### src/rtl/fwb_pkg.sv
package fwb_pkg;
  localparam int WORD_W = 16;
  localparam int EXT_N  = 2;

  typedef enum logic [1:0] {
    TAKE_NONE = 2'd0,
    TAKE_ONE  = 2'd1,
    TAKE_TWO  = 2'd2,
    TAKE_RSVD = 2'd3
  } take_e;
endpackage

### src/rtl/fwb_ctrl.sv
module fwb_ctrl
  import fwb_pkg::*;
#(
  parameter int DEPTH = 8,
  localparam int CW = $clog2(DEPTH + 1)
) (
  input  logic          clk,
  input  logic          rst_n,
  input  logic          flush_i,
  input  logic          in_valid_i,
  input  take_e         take_i,
  output logic [CW-1:0] count_o,
  output logic          push_o,
  output logic [1:0]    pop_n_o,
  output logic          bypass_o,
  output logic          ready_o,
  output logic          hd_stored_o,
  output logic          nx_stored_o
);
  logic [CW-1:0] count_q;

  // How many stored entries leave the head for a given take request.
  function automatic logic [1:0] pop_amount(input logic [CW-1:0] cnt, input take_e tk);
    if (tk == TAKE_TWO && cnt > CW'(1)) return 2'd2;
    if ((tk == TAKE_ONE || tk == TAKE_TWO) && cnt != '0) return 2'd1;
    return 2'd0;
  endfunction

  function automatic logic [CW-1:0] next_count(input logic [CW-1:0] cnt,
                                               input logic add, input logic [1:0] sub);
    return cnt + CW'(add) - CW'(sub);
  endfunction

  assign ready_o     = (count_q != CW'(DEPTH));
  assign hd_stored_o = (count_q != '0);
  assign nx_stored_o = (count_q > CW'(1));
  assign bypass_o    = !flush_i && !hd_stored_o && in_valid_i &&
                       (take_i == TAKE_ONE || take_i == TAKE_TWO);
  assign push_o      = in_valid_i && ready_o && !flush_i && !bypass_o;
  assign pop_n_o     = flush_i ? 2'd0 : pop_amount(count_q, take_i);
  assign count_o     = count_q;

  always_ff @(posedge clk) begin
    if (!rst_n)       count_q <= '0;
    else if (flush_i) count_q <= '0;
    else              count_q <= next_count(count_q, push_o, pop_n_o);
  end
endmodule

### src/rtl/fwb_ring.sv
module fwb_ring #(
  parameter int DEPTH   = 8,
  parameter int FRONT_W = 28,
  parameter int BACK_W  = 32,
  localparam int PW = $clog2(DEPTH)
) (
  input  logic               clk,
  input  logic               rst_n,
  input  logic               flush_i,
  input  logic               push_i,
  input  logic [FRONT_W-1:0] wr_front_i,
  input  logic [BACK_W-1:0]  wr_back_i,
  input  logic [1:0]         pop_n_i,
  output logic [FRONT_W-1:0] head_front_o,
  output logic [BACK_W-1:0]  head_back_o,
  output logic [FRONT_W-1:0] next_front_o
);
  // Opword plus decode vector lives apart from the extension words, since
  // only the former is needed for the second window slot.
  logic [FRONT_W-1:0] front_mem [DEPTH];
  logic [BACK_W-1:0]  back_mem  [DEPTH];
  logic [PW-1:0]      wr_ptr_q, rd_ptr_q;

  function automatic logic [PW-1:0] ptr_adv(input logic [PW-1:0] p, input logic [1:0] n);
    logic [PW:0] s;
    s = {1'b0, p} + (PW+1)'(n);
    if (s >= (PW+1)'(DEPTH)) s = s - (PW+1)'(DEPTH);
    return s[PW-1:0];
  endfunction

  always_ff @(posedge clk) begin
    if (!rst_n || flush_i) begin
      wr_ptr_q <= '0;
      rd_ptr_q <= '0;
    end else begin
      if (push_i) wr_ptr_q <= ptr_adv(wr_ptr_q, 2'd1);
      rd_ptr_q <= ptr_adv(rd_ptr_q, pop_n_i);
    end
  end

  always_ff @(posedge clk) begin
    if (push_i) begin
      front_mem[wr_ptr_q] <= wr_front_i;
      back_mem[wr_ptr_q]  <= wr_back_i;
    end
  end

  assign head_front_o = front_mem[rd_ptr_q];
  assign head_back_o  = back_mem[rd_ptr_q];
  assign next_front_o = front_mem[ptr_adv(rd_ptr_q, 2'd1)];
endmodule

### src/rtl/fwb_window.sv
module fwb_window #(
  parameter int FRONT_W = 28,
  parameter int BACK_W  = 32
) (
  input  logic               hd_stored_i,
  input  logic               nx_stored_i,
  input  logic               in_valid_i,
  input  logic               flush_i,
  input  logic [FRONT_W-1:0] in_front_i,
  input  logic [BACK_W-1:0]  in_back_i,
  input  logic [FRONT_W-1:0] head_front_i,
  input  logic [BACK_W-1:0]  head_back_i,
  input  logic [FRONT_W-1:0] next_front_i,
  output logic               hd_valid_o,
  output logic [FRONT_W-1:0] hd_front_o,
  output logic [BACK_W-1:0]  hd_back_o,
  output logic               nx_valid_o,
  output logic [FRONT_W-1:0] nx_front_o
);
  // Empty queue: the incoming instruction is shown directly at the head.
  assign hd_valid_o = hd_stored_i || (in_valid_i && !flush_i);
  assign hd_front_o = hd_stored_i ? head_front_i : in_front_i;
  assign hd_back_o  = hd_stored_i ? head_back_i  : in_back_i;
  assign nx_valid_o = nx_stored_i;
  assign nx_front_o = next_front_i;
endmodule

### src/rtl/fetch_window_buf.sv
module fetch_window_buf
  import fwb_pkg::*;
#(
  parameter int DEPTH = 8,
  parameter int DEC_W = 12,
  localparam int CW      = $clog2(DEPTH + 1),
  localparam int FRONT_W = WORD_W + DEC_W,
  localparam int BACK_W  = WORD_W * EXT_N
) (
  input  logic              clk,
  input  logic              rst_n,
  input  logic              flush_i,
  input  logic              in_valid_i,
  output logic              in_ready_o,
  input  logic [WORD_W-1:0] in_op_i,
  input  logic [WORD_W-1:0] in_ext1_i,
  input  logic [WORD_W-1:0] in_ext2_i,
  input  logic [DEC_W-1:0]  in_dec_i,
  input  logic [1:0]        take_i,
  output logic              hd_valid_o,
  output logic [WORD_W-1:0] hd_op_o,
  output logic [WORD_W-1:0] hd_ext1_o,
  output logic [WORD_W-1:0] hd_ext2_o,
  output logic [DEC_W-1:0]  hd_dec_o,
  output logic              nx_valid_o,
  output logic [WORD_W-1:0] nx_op_o,
  output logic [DEC_W-1:0]  nx_dec_o
);
  // Named internal events, observed by the bound checker.
  logic [CW-1:0] count_w;
  logic          push_w;
  logic [1:0]    pop_w;
  logic          bypass_w;
  logic          hd_stored_w, nx_stored_w;

  take_e              take_w;
  logic [FRONT_W-1:0] in_front_w, head_front_w, next_front_w, hd_front_w, nx_front_w;
  logic [BACK_W-1:0]  in_back_w, head_back_w, hd_back_w;

  assign take_w     = take_e'(take_i);
  assign in_front_w = {in_op_i, in_dec_i};
  assign in_back_w  = {in_ext1_i, in_ext2_i};

  fwb_ctrl #(.DEPTH(DEPTH)) ctrl_i (
    .clk(clk), .rst_n(rst_n), .flush_i(flush_i), .in_valid_i(in_valid_i),
    .take_i(take_w), .count_o(count_w), .push_o(push_w), .pop_n_o(pop_w),
    .bypass_o(bypass_w), .ready_o(in_ready_o),
    .hd_stored_o(hd_stored_w), .nx_stored_o(nx_stored_w)
  );

  fwb_ring #(.DEPTH(DEPTH), .FRONT_W(FRONT_W), .BACK_W(BACK_W)) ring_i (
    .clk(clk), .rst_n(rst_n), .flush_i(flush_i), .push_i(push_w),
    .wr_front_i(in_front_w), .wr_back_i(in_back_w), .pop_n_i(pop_w),
    .head_front_o(head_front_w), .head_back_o(head_back_w),
    .next_front_o(next_front_w)
  );

  fwb_window #(.FRONT_W(FRONT_W), .BACK_W(BACK_W)) win_i (
    .hd_stored_i(hd_stored_w), .nx_stored_i(nx_stored_w),
    .in_valid_i(in_valid_i), .flush_i(flush_i),
    .in_front_i(in_front_w), .in_back_i(in_back_w),
    .head_front_i(head_front_w), .head_back_i(head_back_w),
    .next_front_i(next_front_w),
    .hd_valid_o(hd_valid_o), .hd_front_o(hd_front_w), .hd_back_o(hd_back_w),
    .nx_valid_o(nx_valid_o), .nx_front_o(nx_front_w)
  );

  assign hd_op_o   = hd_front_w[FRONT_W-1 -: WORD_W];
  assign hd_dec_o  = hd_front_w[DEC_W-1:0];
  assign hd_ext1_o = hd_back_w[BACK_W-1 -: WORD_W];
  assign hd_ext2_o = hd_back_w[WORD_W-1:0];
  assign nx_op_o   = nx_front_w[FRONT_W-1 -: WORD_W];
  assign nx_dec_o  = nx_front_w[DEC_W-1:0];
endmodule

### config.mk
export PLATFORM = sky130hd
export DESIGN_NAME = fetch_window_buf
export DESIGN_NICKNAME = d
export VERILOG_FILES = /design/src/rtl/fwb_pkg.sv /design/src/rtl/fwb_ctrl.sv /design/src/rtl/fwb_ring.sv /design/src/rtl/fwb_window.sv /design/src/rtl/fetch_window_buf.sv
export SDC_FILE = /design/constraint.sdc
export NUM_CORES = 1
export LEC_CHECK = 0
export BUFFER_PORTS_ARGS = -buffer_cell sky130_fd_sc_hd__buf_2
export CAP_MARGIN = 20
export CORE_MARGIN = 2
export CORE_UTILIZATION = 25
export CTS_CLUSTER_SIZE = 8
export DETAILED_ROUTE_END_ITERATION = 12
export GPL_ROUTABILITY_DRIVEN = 0
export HOLD_SLACK_MARGIN = 0.1
export MAX_ROUTING_LAYER = met4
export PLACE_DENSITY = 0.49
export SLEW_MARGIN = 30
export SYNTH_ARGS = -nofsm -noshare
export SYNTH_HDL_FRONTEND = slang
export SYNTH_SLANG_ARGS = --single-unit
### constraint.sdc
create_clock -name clk -period 24.6 [get_ports clk]
set_clock_uncertainty 0.05 [all_clocks]
set_input_delay 4.92 -clock clk [delete_from_list [all_inputs] [get_ports clk]]
set_output_delay 4.92 -clock clk [all_outputs]
set_load 0.02 [all_outputs]
# After elaboration in Yosys (flattened, before gate mapping)
# Memory sizes are Yosys's and may differ from the RTL's. A register that Yosys moved wholly into a read port is not among the register bits.
# Index checks and enable logic that the tools add are counted.
# totals
ff_bits	10
latch_bits	0
ramBits	480
mem_bits_ro	0
inputBits	66
out_inout_bits	91
wordCells	56
memories	2
# mem_list
memory	depth	width	read_ports	rd_clocked_by_memory_dff	wr	line_no	rtl
ring_i.back_mem	8	32	1	1	1	fwb_ring.sv:21	logic [BACK_W-1:0] back_mem [DEPTH];
ring_i.front_mem	8	28	2	1	1	fwb_ring.sv:20	logic [FRONT_W-1:0] front_mem [DEPTH];
# op_classes
n_addsub	8
multipliers	0
n_div	0
order_cmp	4
n_eq_ne	3
shifts	0
mux	17
bitwise_logic	1
reduce_logical	18
# op_table
operator	n
two-way mux 32 bit	1
two-way mux 28 bit	1
two-way mux 3 bit	5
>= comparator 4 bit, second input constant	3
two-way mux 2 bit	5
logical AND 1 bit	9
subtractor 3 x 1 -> 3 bit, second input constant	3
adder 3 x 1 -> 4 bit, second input constant	2
two-way mux 1 bit	5
adder 3 x 2 -> 4 bit	1
adder 4 x 1 -> 4 bit	1
greater-than comparator 4 x 1 -> 1 bit, second input constant	1
logical NOT 1 bit	4
!= test 4 bit, second input constant	1
nonzero test 4 bit	1
subtractor 4 x 2 -> 4 bit	1
logical OR 1 bit	3
== test 2 x 1 -> 1 bit, second input constant	1
== test 2 bit, second input constant	1
OR reduction 2 bit	1
inverter 1 bit	1

# Logic depth before layout (Yosys ltp)
# Gate-level depths: netlist (run 1).
# depth
ltp_word	12
depth_mapped	12
depth_no_buf	12

# Cells and area by module
# A second synthesis (run 1) with hierarchy kept.
# hier_totals
hier_cells	1171
area_unflattened_um2	22106.2
# by_module_without_submodules
module	instances	cells_per_inst	area_each_um2	seq_area_each_um2
fwb_ring	1	1027	20460.9	14533.9
fwb_window	1	98	1257.5	0.0
fwb_ctrl	1	46	387.9	80.1

# Worst setup path before layout (run 1)
# Ideal clock, no wire load.
# synth_path
kind	input-to-reg
start	input port take_i[0]
end	memory ring_i.back_mem[2][0], enable pin
setup_ns	0.647
arrival_time_ns	11.626
required_ns	23.903
slack_ns	12.277
cell_stages	4
path_buffers	0
cell_sequence	inv_1 > ha_1 > o211ai_4 > nor4b_1
# synth_between
elab_chain_len	7
elab_cells_between_ends	8
cone_classes	eq/ne: 2; mux: 2; reduce/logical: 4
# synth_rtl
element	line_no	rtl
start, declared	fetch_window_buf.sv:19	input logic [1:0] take_i,
== test 2 x 1 -> 1 bit / == test 2 bit (equally long branches)	fwb_ctrl.sv:38	(take_i == TAKE_ONE || take_i == TAKE_TWO);
logical OR 1 bit (*)	fwb_ctrl.sv:38	
logical AND 1 bit (*)	fwb_ctrl.sv:37	assign bypass_o = !flush_i && !hd_stored_o && in_valid_i &&
logical NOT 1 bit (*)	fwb_ctrl.sv:39	assign push_o = in_valid_i && ready_o && !flush_i && !bypass_o;
logical AND 1 bit (*)	fwb_ctrl.sv:39	
two-way mux 1 bit (*)	fwb_ring.sv:42	if (push_i) begin
two-way mux 1 bit (not written as such) (*)	fwb_ring.sv:44	back_mem[wr_ptr_q] <= wr_back_i;
end, declared	fwb_ring.sv:21	
# Mark *: on every way between the ends. The rest lies on a longest branch, timed or not.

# Worst setup path after layout (run 1)
# layout_path
start	input port in_valid_i
end	output port hd_valid_o
# layout_between
elab_chain_len	2
# layout_rtl
element	line_no	rtl
start, declared	fetch_window_buf.sv:13	input logic in_valid_i,
logical AND 1 bit	fwb_window.sv:21	assign hd_valid_o = hd_stored_i || (in_valid_i && !flush_i);
logical OR 1 bit	fwb_window.sv:21	
end, declared	fetch_window_buf.sv:20	output logic hd_valid_o,
# Every way passes these cells.

==> reports/metrics.cfg, run 1 <==
[outcome]
outcome=finished, final reports clean

[routing]
drc=0
finalWirelength_um=57580
dr.pass1.iters=5
via_count=11960
wire_per_inst_um=22.10
antenna_left=0
vias_per_cell=4.588
drtIter0Drc=658

[setup_path]
critical_path_class=in2out
rr_endpoint=ctrl_i.count_o[2]
cp.required_ps=19630
crit_arrival_ps=5610
cpMaxStageDelayCell=or2_2
crit_chain=buf_2, nor2b_1, or2_2, buf_2
startpoint_type=input pin
r2r_slack_ps=20970
cpLargestDelayFamily=simple AND/OR/NAND/NOR gates
reg2reg_depth=12
cp_slowest_stage_delay_ps=280
crit_fanout=2
cpMostUsedCell=buf_2
r2r_start=ctrl_i.count_o[2]
crit_buf_inv=2
crit_path_end_kind=primary output

[clock_network]
postCtsResizedCells=0
clkSinkCount=490
cts_root_buf=clkbuf_16
cts_made_buffers=72
clkTransAtPathRegs_ps=50
post-cts-setup-buffers=0
htreeDepth=3
clk_path_buf_depth=3
ctsHoldBuffers=0
clk_latency_ps=590
tritoncts=done

[sta]
finalSetupViolCount=0
tightest_slew_ps=880.1
setup_tns_ps=0
fmax_mhz=94.52
slew_headroom_pct=41.33
finalHoldViolCount=0
period_minus_slack_ps=10580
drv_slew=0
rsz0062_at_grt=no
timing.final.crit_share_pct=43.01

[logic_synthesis]
synth_flop_cell=edfxtp_1
synth_top_cells_by_area=edfxtp_1, mux2i_1, mux4_2
ys_ff_latch=490
synth_nets=1345
syn-instance-count=1266
ys_seq_area_share_pct=68.75
synthArstFlopShare_pct=0
synth_top_area_share_pct=67.81
synth_area_leader_cell=edfxtp_1
syn_avg_cell_area_um2=16.79
synth.most_common_cell=edfxtp_1
yosys_warnings=0
synth_edf_count=480
synth_common_cells=edfxtp_1, mux2i_1, nand2_1
ys_types=39
netlist_area_mm2=0.02126

[placed_design]
dp_hpwl_um=31400
portBuffers=156

[min_path]
min_path_cells=2
hold_path_class=reg2reg
hold_end=ring_i.wr_ptr_q[2]
worst_hold_startpoint=ring_i.wr_ptr_q[2]

[floorplan]
dieArea_mm2=0.08737
rows=106
dieWidth_um=295.6
start_util_pct=25.32
ios=157
die_h_um=295.6
coreArea_mm2=0.08395

[pwr]
power_density_mw_per_mm2=80.20
p_total_mw=2.035
leakagePower_nw=7.985
ir_drop_v=0.00004568

[grt]
grt_pass1_vias=12540
grt_overflow=0
track_usage_pct=13.62
grt_first_pass_wirelength_um=83920
antenna_found_initial=3
grt_start_max_net_pins=70

[final_layout]
register_area_mm2=0.01462
final_net_count=1524
multi_input_area_mm2=0.006216
n_fill_cell=8316
area_growth_pct=19.38
drive_gt1_share_pct=25.53

[job]
maxCapViolCount=0

[through the flow]
step | worst slack [ps] | util [%] | instance area, µm² | hold slack (ps) | cells
3_3_place_gp | 14020 | 27.75 | 23300 | 534.0 | 2503
5_1_grt | 14010 | 30.22 | 25370 | 593.8 | 2606
2_1_floorplan | 12280 | - | 21260 | 460.0 | 1266
6_report | 14020 | 30.22 | 25370 | 552.6 | 2606
3_5_place_dp | 14020 | 27.81 | 23350 | 537.0 | 2505
4_1_cts | 14020 | 30.20 | 25360 | 549.0 | 2603
[how the worst max path moves through the flow]
stage,end,slack (ps),cells after the start,startpoint
2_1_floorplan,ring_i.back_mem[2][0],12280,4,take_i[0]
3_3_place_gp,hd_valid_o,14020,4,in_valid_i
3_5_place_dp,hd_valid_o,14020,4,in_valid_i
4_1_cts,hd_valid_o,14020,4,in_valid_i
5_1_grt,hd_valid_o,14010,4,in_valid_i
6_report,hd_valid_o,14020,4,in_valid_i
[worst reg2reg max path, stage by stage (launching register included)]
cell,delay (ps)
dfxtp_1,300
inv_1,90
ha_1,180
nand2b_1,140
nor2_4,530
buf_4,640
a2111oi_0,310
ha_1,350
inv_1,40
ha_1,210
fa_1,460
xnor2_1,160
nor2_1,50
[power breakdown]
group          internal (mW)  switching (mW)  total [mW]
clock                  0.544           0.347       0.891
combinational         0.0646           0.147       0.212
sequential             0.928         0.00435       0.932
total                   1.54           0.499        2.04
[per-layer routing]
metal | global-route usage [%] | up-vias | part of all wire [%]
met5 | - | - | 0
met4 | 3.467 | 0 | 2.0
met3 | 2.819 | 88 | 4.6
met2 | 23.21 | 300 | 51
met1 | 16.42 | 6171 | 43
li1 | - | 5398 | -
[state kept, by name, indices dropped and copies added (netlist names)]
signal            cells
ring_i.wr_ptr_q       3
ring_i.front_mem    224
ctrl_i.count_o        4
ring_i.rd_ptr_q       3
ring_i.back_mem     256
[logic make-up (layout without fill, tap and decap cells)]
kind of cell             Yosys count  in the layout  share of synthesized area, %
other                              0              3                             0
multiplexers                     324            324                         18.72
AO/OA/AOI/OAI                    127            127                         4.509
adder cells (fa/ha/maj)           13             13                        0.8359
flip-flops                       490            490                         68.75
AND/OR/NAND/NOR                  214            214                         4.444
XOR/XNOR                           5              5                        0.2944
buffers and inverters             93            296                         2.443
[cell type report]
| class | instances | area share, % |
|---|---|---|
| diodes | 3 | 0.02959 |
| inverters | 10 | 0.1479 |
| repair buffers | 188 | 4.206 |
| clock buffers | 91 | 7.589 |
| well taps | 1134 | 5.592 |
| clock inverters | 7 | 0.3304 |
| flip-flops and latches | 490 | 57.61 |
| multi-input cells | 683 | 24.50 |
[layout by cell type, fill, tap and decap left out, types with 2 or more instances in the layout]
cell,count
nor2b_4,2
clkbuf_16,74
clkbuf_1,16
nor2_4,3
nor4b_2,2
a22oi_1,120
dfxtp_1,9
nor2_1,5
buf_2,156
mux2_2,28
mux4_2,56
buf_4,25
inv_6,2
nor3b_2,2
ha_1,10
clkinv_2,2
mux2i_1,240
nand2_1,124
nor2b_1,2
nand2b_1,2
buf_6,5
a21oi_1,3
nand3_1,60
nor3_2,2
and2_1,3
fa_1,2
diode_2,3
edfxtp_1,480
xnor2_1,3
inv_1,9
inv_16,2
Power figures use the tool's default switching activity.
==> inputs of run 2 (changes only) <==
==> constraint.sdc (replaced) <==
create_clock -name clk -period 10.8 [get_ports clk]
set_clock_uncertainty 0.05 [all_clocks]
set_input_delay 2.16 -clock clk [delete_from_list [all_inputs] [get_ports clk]]
set_output_delay 2.16 -clock clk [all_outputs]
set_load 0.02 [all_outputs]
==> run 2 against run 1 <==
Cell area barely moved. First-iteration DRC count grew 16%. Clock-buffer cell count decreased by 12. Global-route usage up 0.14 points. Worst hold slack worse by 8.3 ps. Setup slack worse by 9100 ps. Non-clock buffer count shrank 2. Critical path type is now reg2out. Largest cell class unchanged. Largest power group unchanged. Highest routed layer unchanged.
==> reports/metrics.cfg, run 2 (synthesis results as in run 1) <==
[floorplan]
ios=157
start_util_pct=25.32
die_h_um=295.6
coreArea_mm2=0.08395
dieArea_mm2=0.08737
rows=106
dieWidth_um=295.6

[placed_design]
dp_hpwl_um=31120
portBuffers=156
place_ws_ps=5041

[sta]
fmax_mhz=171.0
setup_tns_ps=0
period_minus_slack_ps=5848
finalHoldViolCount=0
rsz0062_at_grt=no
tightest_slew_ps=947.6
finalWorstSetupSlack_ps=4952
drv_slew=0
slew_headroom_pct=36.82
finalSetupViolCount=0
timing.final.crit_share_pct=54.15

[final_layout]
final_net_count=1522
mostFrequentLayoutCells=edfxtp_1, mux2i_1, buf_2
largest_register_ffs=256
n_fill_cell=8255
area_growth_pct=19.33
top_register=ring_i.back_mem
final_common_cell=edfxtp_1
drive_gt1_share_pct=25.53

[routing]
finalWirelength_um=58240
antenna_left=0
dr.pass1.iters=4
via_count=11890
drtIter0Drc=764
wire_per_inst_um=22.42
vias_per_cell=4.578
drc=0

[clock_network]
tritoncts=done
cts_made_buffers=72
clk_latency_ps=600
htreeDepth=3
clkTransAtPathRegs_ps=50
cts_root_buf=clkbuf_16
clkSinkCount=490
postCtsResizedCells=0
clk_path_buf_depth=3
ctsHoldBuffers=0
post-cts-setup-buffers=0

[pwr]
internal_power_mw=3.523
switching_share_pct=24.58
p_clk_share_pct=44.0
leakagePower_nw=7.971
switchingPower_mw=1.148
p_comb_share_pct=10.6
ir_drop_v=0.00008758
pwr-share-seq_pct=45.4
power_density_mw_per_mm2=184.1

[grt]
grt_start_max_net_pins=61
track_usage_pct=13.76
grt_pass1_vias=12540
antenna_found_initial=13
grt_first_pass_wirelength_um=84570
grt_overflow=0

[setup_path]
crit_path_end_kind=primary output
cpLargestDelayFamily=buffers and inverters
crit_arrival_ps=3640
crit_buf_inv=3
crit_chain=buf_4, buf_4, mux4_2, mux2_2, buf_2
startpoint_type=flop
critical_path_class=reg2out
cp_slowest_stage_delay_ps=760
cpMostUsedCell=buf_4
crit_fanout=57
r2r_slack_ps=7540
cpMaxStageDelayCell=buf_4
cp.required_ps=8590

[job]
maxCapViolCount=0

[outcome]
outcome=finished, final reports clean

[min_path]
hold_path_class=reg2reg

-- run 2: cell types whose count changed in the layout (fill, tap and decap cells not counted), sizes merged --
cell,before,now
inv,14,13
bufinv,0,3
buf,188,186
clkbuf,91,79
diode,3,7
-- run 2: through the flow --
| step | total power [mW] | utilization [%] | std cells | area, µm² | hold slack [ps] |
|---|---|---|---|---|---|
| 2_1_floorplan | 2.451 | - | 1266 | 21260 | 460.0 |
| 3_3_place_gp | 2.665 | 27.73 | 2501 | 23280 | 533.9 |
| 3_5_place_dp | 2.670 | 27.74 | 2501 | 23290 | 547.7 |
| 4_1_cts | 4.762 | 30.14 | 2589 | 25300 | 552.0 |
| 5_1_grt | 4.861 | 30.21 | 2598 | 25360 | 574.5 |
| 6_report | 4.670 | 30.21 | 2598 | 25360 | 544.3 |
-- run 2: worst register-to-register path, stage by stage (launching register included) --
cell	delay, ps
dfxtp_1	300
inv_1	70
ha_1	220
or3b_4	370
o211ai_4	160
inv_2	130
nand2_1	170
nor2_4	540
buf_4	850
-- run 2: power groups by stage --
| stage | Clock [mW] | Sequential [mW] | Combinational [mW] |
|---|---|---|---|
| floorplan | 0 | 2.16 | 0.292 |
| global placement | 0 | 2.16 | 0.506 |
| detailed placement | 0 | 2.16 | 0.510 |
| CTS | 2.13 | 2.12 | 0.511 |
| global route | 2.20 | 2.12 | 0.542 |
| finish | 2.05 | 2.12 | 0.495 |
-- run 2: per-layer routing --
layer	vias to the layer above	track usage, %	routed length, µm
met5	-	-	0
met4	0	4.061	1323
met3	102	2.857	2423
met2	241	23.39	29820
met1	6164	16.41	24680
li1	5387	-	-
-- run 2: worst paths after layout --
check / startpoint / end / cells after the start
max: ring_i.rd_ptr_q[0] / nx_op_o[3] / 5
min: ring_i.wr_ptr_q[2] / ring_i.wr_ptr_q[2] / 2
max reg2reg: ctrl_i.count_o[2] / ring_i.front_mem[7][23] / 8
min reg2reg: ring_i.wr_ptr_q[2] / ring_i.wr_ptr_q[2] / 2
-- run 2: final cells by class --
type | instances | area, µm² | area share (%)
diodes | 7 | 17.52 | 0.06906
clock buffers | 79 | 1828 | 7.207
clock inverters | 9 | 178.9 | 0.7054
inverters | 10 | 37.54 | 0.1480
multi-input cells | 683 | 6216 | 24.51
flip-flops and latches | 490 | 14620 | 57.63
well taps | 1134 | 1419 | 5.594
repair buffers | 186 | 1050 | 4.139
==> inputs of run 3 (changes only) <==
--- a/config.mk
+++ b/config.mk
@@ -5,6 +5,7 @@
 export SDC_FILE = /design/constraint.sdc
 export NUM_CORES = 1
 export LEC_CHECK = 0
+export ABC_AREA = 1
 export BUFFER_PORTS_ARGS = -buffer_cell sky130_fd_sc_hd__buf_2
 export CAP_MARGIN = 20
 export CORE_MARGIN = 2
@@ -14,7 +15,7 @@
 export GPL_ROUTABILITY_DRIVEN = 0
 export HOLD_SLACK_MARGIN = 0.1
 export MAX_ROUTING_LAYER = met4
-export PLACE_DENSITY = 0.49
+export PLACE_DENSITY = 0.5
 export SLEW_MARGIN = 30
 export SYNTH_ARGS = -nofsm -noshare
 export SYNTH_HDL_FRONTEND = slang
==> constraint.sdc (replaced) <==
create_clock -name clk -period 5.3 [get_ports clk]
set_clock_uncertainty 0.05 [all_clocks]
set_input_delay 1.06 -clock clk [delete_from_list [all_inputs] [get_ports clk]]
set_output_delay 1.06 -clock clk [all_outputs]
set_load 0.02 [all_outputs]
==> run 3 against run 2 <==
Register-to-register slack worse by 5100 ps. Core utilization is 0.76 points lower. Clock-buffer cell count is 5 higher. Sequential power is 100% higher. Cell area is 8.1% higher. Clock power is 97% higher. Global-route usage is 0.57 points higher. Die area is 9.8% higher. Via count is 43% higher. Cell count is 51% higher. Power is 100% higher. Synthesized cell count is 100% higher. Critical path type unchanged. Critical endpoint is now hd_ext2_o[10].
==> reports/metrics.cfg, run 3 <==
[sta]
period_minus_slack_ps=4328
finalHoldViolCount=0
timing.final.crit_share_pct=81.67
rsz0062_at_grt=no
tightest_slew_ps=880.2
holdWs_ps=477.3
slew_headroom_pct=41.32
fmax_mhz=231.0
finalSetupViolCount=0
drv_slew=0
setup_tns_ps=0

[final_layout]
register_area_mm2=0.01463
drive_gt1_share_pct=10.76
area_growth_pct=17.27
fin_cells=3927
largest_register_ffs=256
mostFrequentLayoutCells=nand2_1, edfxtp_1, inv_1
multi_input_area_mm2=0.006644
post-route-util_pct=29.45
top_register=ring_i.back_mem
final_common_cell=nand2_1
n_fill_cell=9804
final_net_count=2728

[logic_synthesis]
ys_seq_area_share_pct=62.53
synth_top_area_share_pct=61.67
synth_edf_count=480
ys_ff_latch=490
synth_top_cells_by_area=edfxtp_1, nand2_1, nand3_1
synth_flop_cell=edfxtp_1
ys_types=24
synthArstFlopShare_pct=0
synth_area_leader_cell=edfxtp_1
syn_avg_cell_area_um2=9.227
synth_nets=2612
synth.most_common_cell=nand2_1
syn-instance-count=2533
synth_common_cells=nand2_1, edfxtp_1, inv_1
yosys_warnings=0
netlist_area_mm2=0.02337

[placed_design]
placed_cells=3829
dp_hpwl_um=37160
portBuffers=156

[clock_network]
tritoncts=done
clkTransAtPathRegs_ps=50
clk_path_buf_depth=3
ctsHoldBuffers=0
post-cts-setup-buffers=0
clkSinkCount=490
postCtsResizedCells=0
htreeDepth=3
clk_latency_ps=590
cts_root_buf=clkbuf_16
cts_made_buffers=71

[setup_path]
crit_fanout=41
crit_arrival_ps=3220
critical_path_class=reg2out
crit_path_end_kind=primary output
startpoint_type=flop
cp.required_ps=4190

[routing]
via_count=16990
vias_per_cell=4.327
antenna_left=0
drtIter0Drc=1273
dr.pass1.iters=5
drc=0
finalWirelength_um=67600
wire_per_inst_um=17.22

[floorplan]
dieWidth_um=309.8
dieArea_mm2=0.09595
rows=112
die_h_um=309.8
ios=157
start_util_pct=25.12
coreArea_mm2=0.09305

[pwr]
ir_drop_v=0.0002365
p_clk_share_pct=42.5
power_density_mw_per_mm2=347.0
switchingPower_mw=2.478
pwr-share-seq_pct=45.5
p_comb_share_pct=12.0
internal_power_mw=7.032
leakagePower_nw=11.48
switching_share_pct=26.05

[outcome]
outcome=finished, final reports clean

[grt]
grt_overflow=0
track_usage_pct=14.32
grt_start_max_net_pins=135
grt_pass1_vias=15860
antenna_found_initial=6
grt_first_pass_wirelength_um=99840

[min_path]
hold_path_class=reg2reg

[job]
maxCapViolCount=0

[run 3: cell families (layout without fill, tap and decap cells)]
kind of cell	count (synthesis)	count (layout)	synth area share (%)
DFF	490	490	62.53
and+or+nand+nor	1249	1249	22.07
adders and majority gates	13	13	0.7602
AOI/OAI and AO/OA	237	237	5.075
other	0	6	0
xor gates and xnor gates	4	4	0.1499
buffers and inverters	540	674	9.417
[run 3: metal layers]
metal	vias up	routed length, µm	GRT usage (%)
met2	397	33140	23.98
met4	0	1547	4.325
met3	104	3249	2.657
met5	-	0	-
met1	8034	29670	17.54
li1	8456	-	-
[run 3: worst paths after layout]
path / start / endpoint / slack, ps / cells after the start
max: ctrl_i.count_o[2] / hd_ext2_o[10] / 970 / 8
min: ring_i.wr_ptr_q[0] / ring_i.wr_ptr_q[0] / 480 / 2
min reg2reg: ring_i.wr_ptr_q[0] / ring_i.wr_ptr_q[0] / 480 / 2
max reg2reg: ctrl_i.count_o[2] / ring_i.front_mem[4][10] / 2470 / 7
[run 3: power groups by stage]
| stage | registers (mW) | clock network, mW | logic [mW] |
|---|---|---|---|
| 3_5_place_dp | 4.40 | 0 | 1.18 |
| 5_1_grt | 4.32 | 4.31 | 1.27 |
| 3_3_place_gp | 4.40 | 0 | 1.18 |
| 2_1_floorplan | 4.40 | 0 | 0.689 |
| 4_1_cts | 4.32 | 4.15 | 1.19 |
| 6_report | 4.32 | 4.04 | 1.14 |
[run 3: critical path: stages, from the launching register on]
cell      delay (ps)
dfxtp_1          310
inv_1             60
ha_1             250
nand2_4          350
clkinv_2         790
buf_4            510
nand2_1           90
nand2_1           50
buf_2            160
[run 3: stage by stage]
step / cell area (µm²) / power [mW] / setup slack [ps]
floorplan: 23370 / 5.087 / 348.1
global placement: 25430 / 5.579 / 1540
detailed placement: 25450 / 5.580 / 1505
CTS: 27370 / 9.657 / 857.9
global route: 27410 / 9.901 / 749.2
finish: 27410 / 9.509 / 971.6
[run 3: area by class of cell]
type	count	share of cell area, %
repair buffers	188	4.145
well taps	1254	5.725
diodes	6	0.05478
clock buffers	84	6.661
clock inverters	7	0.3561
flip-flops and latches	490	53.36
inverters	395	5.455
multi-input cells	1503	24.24
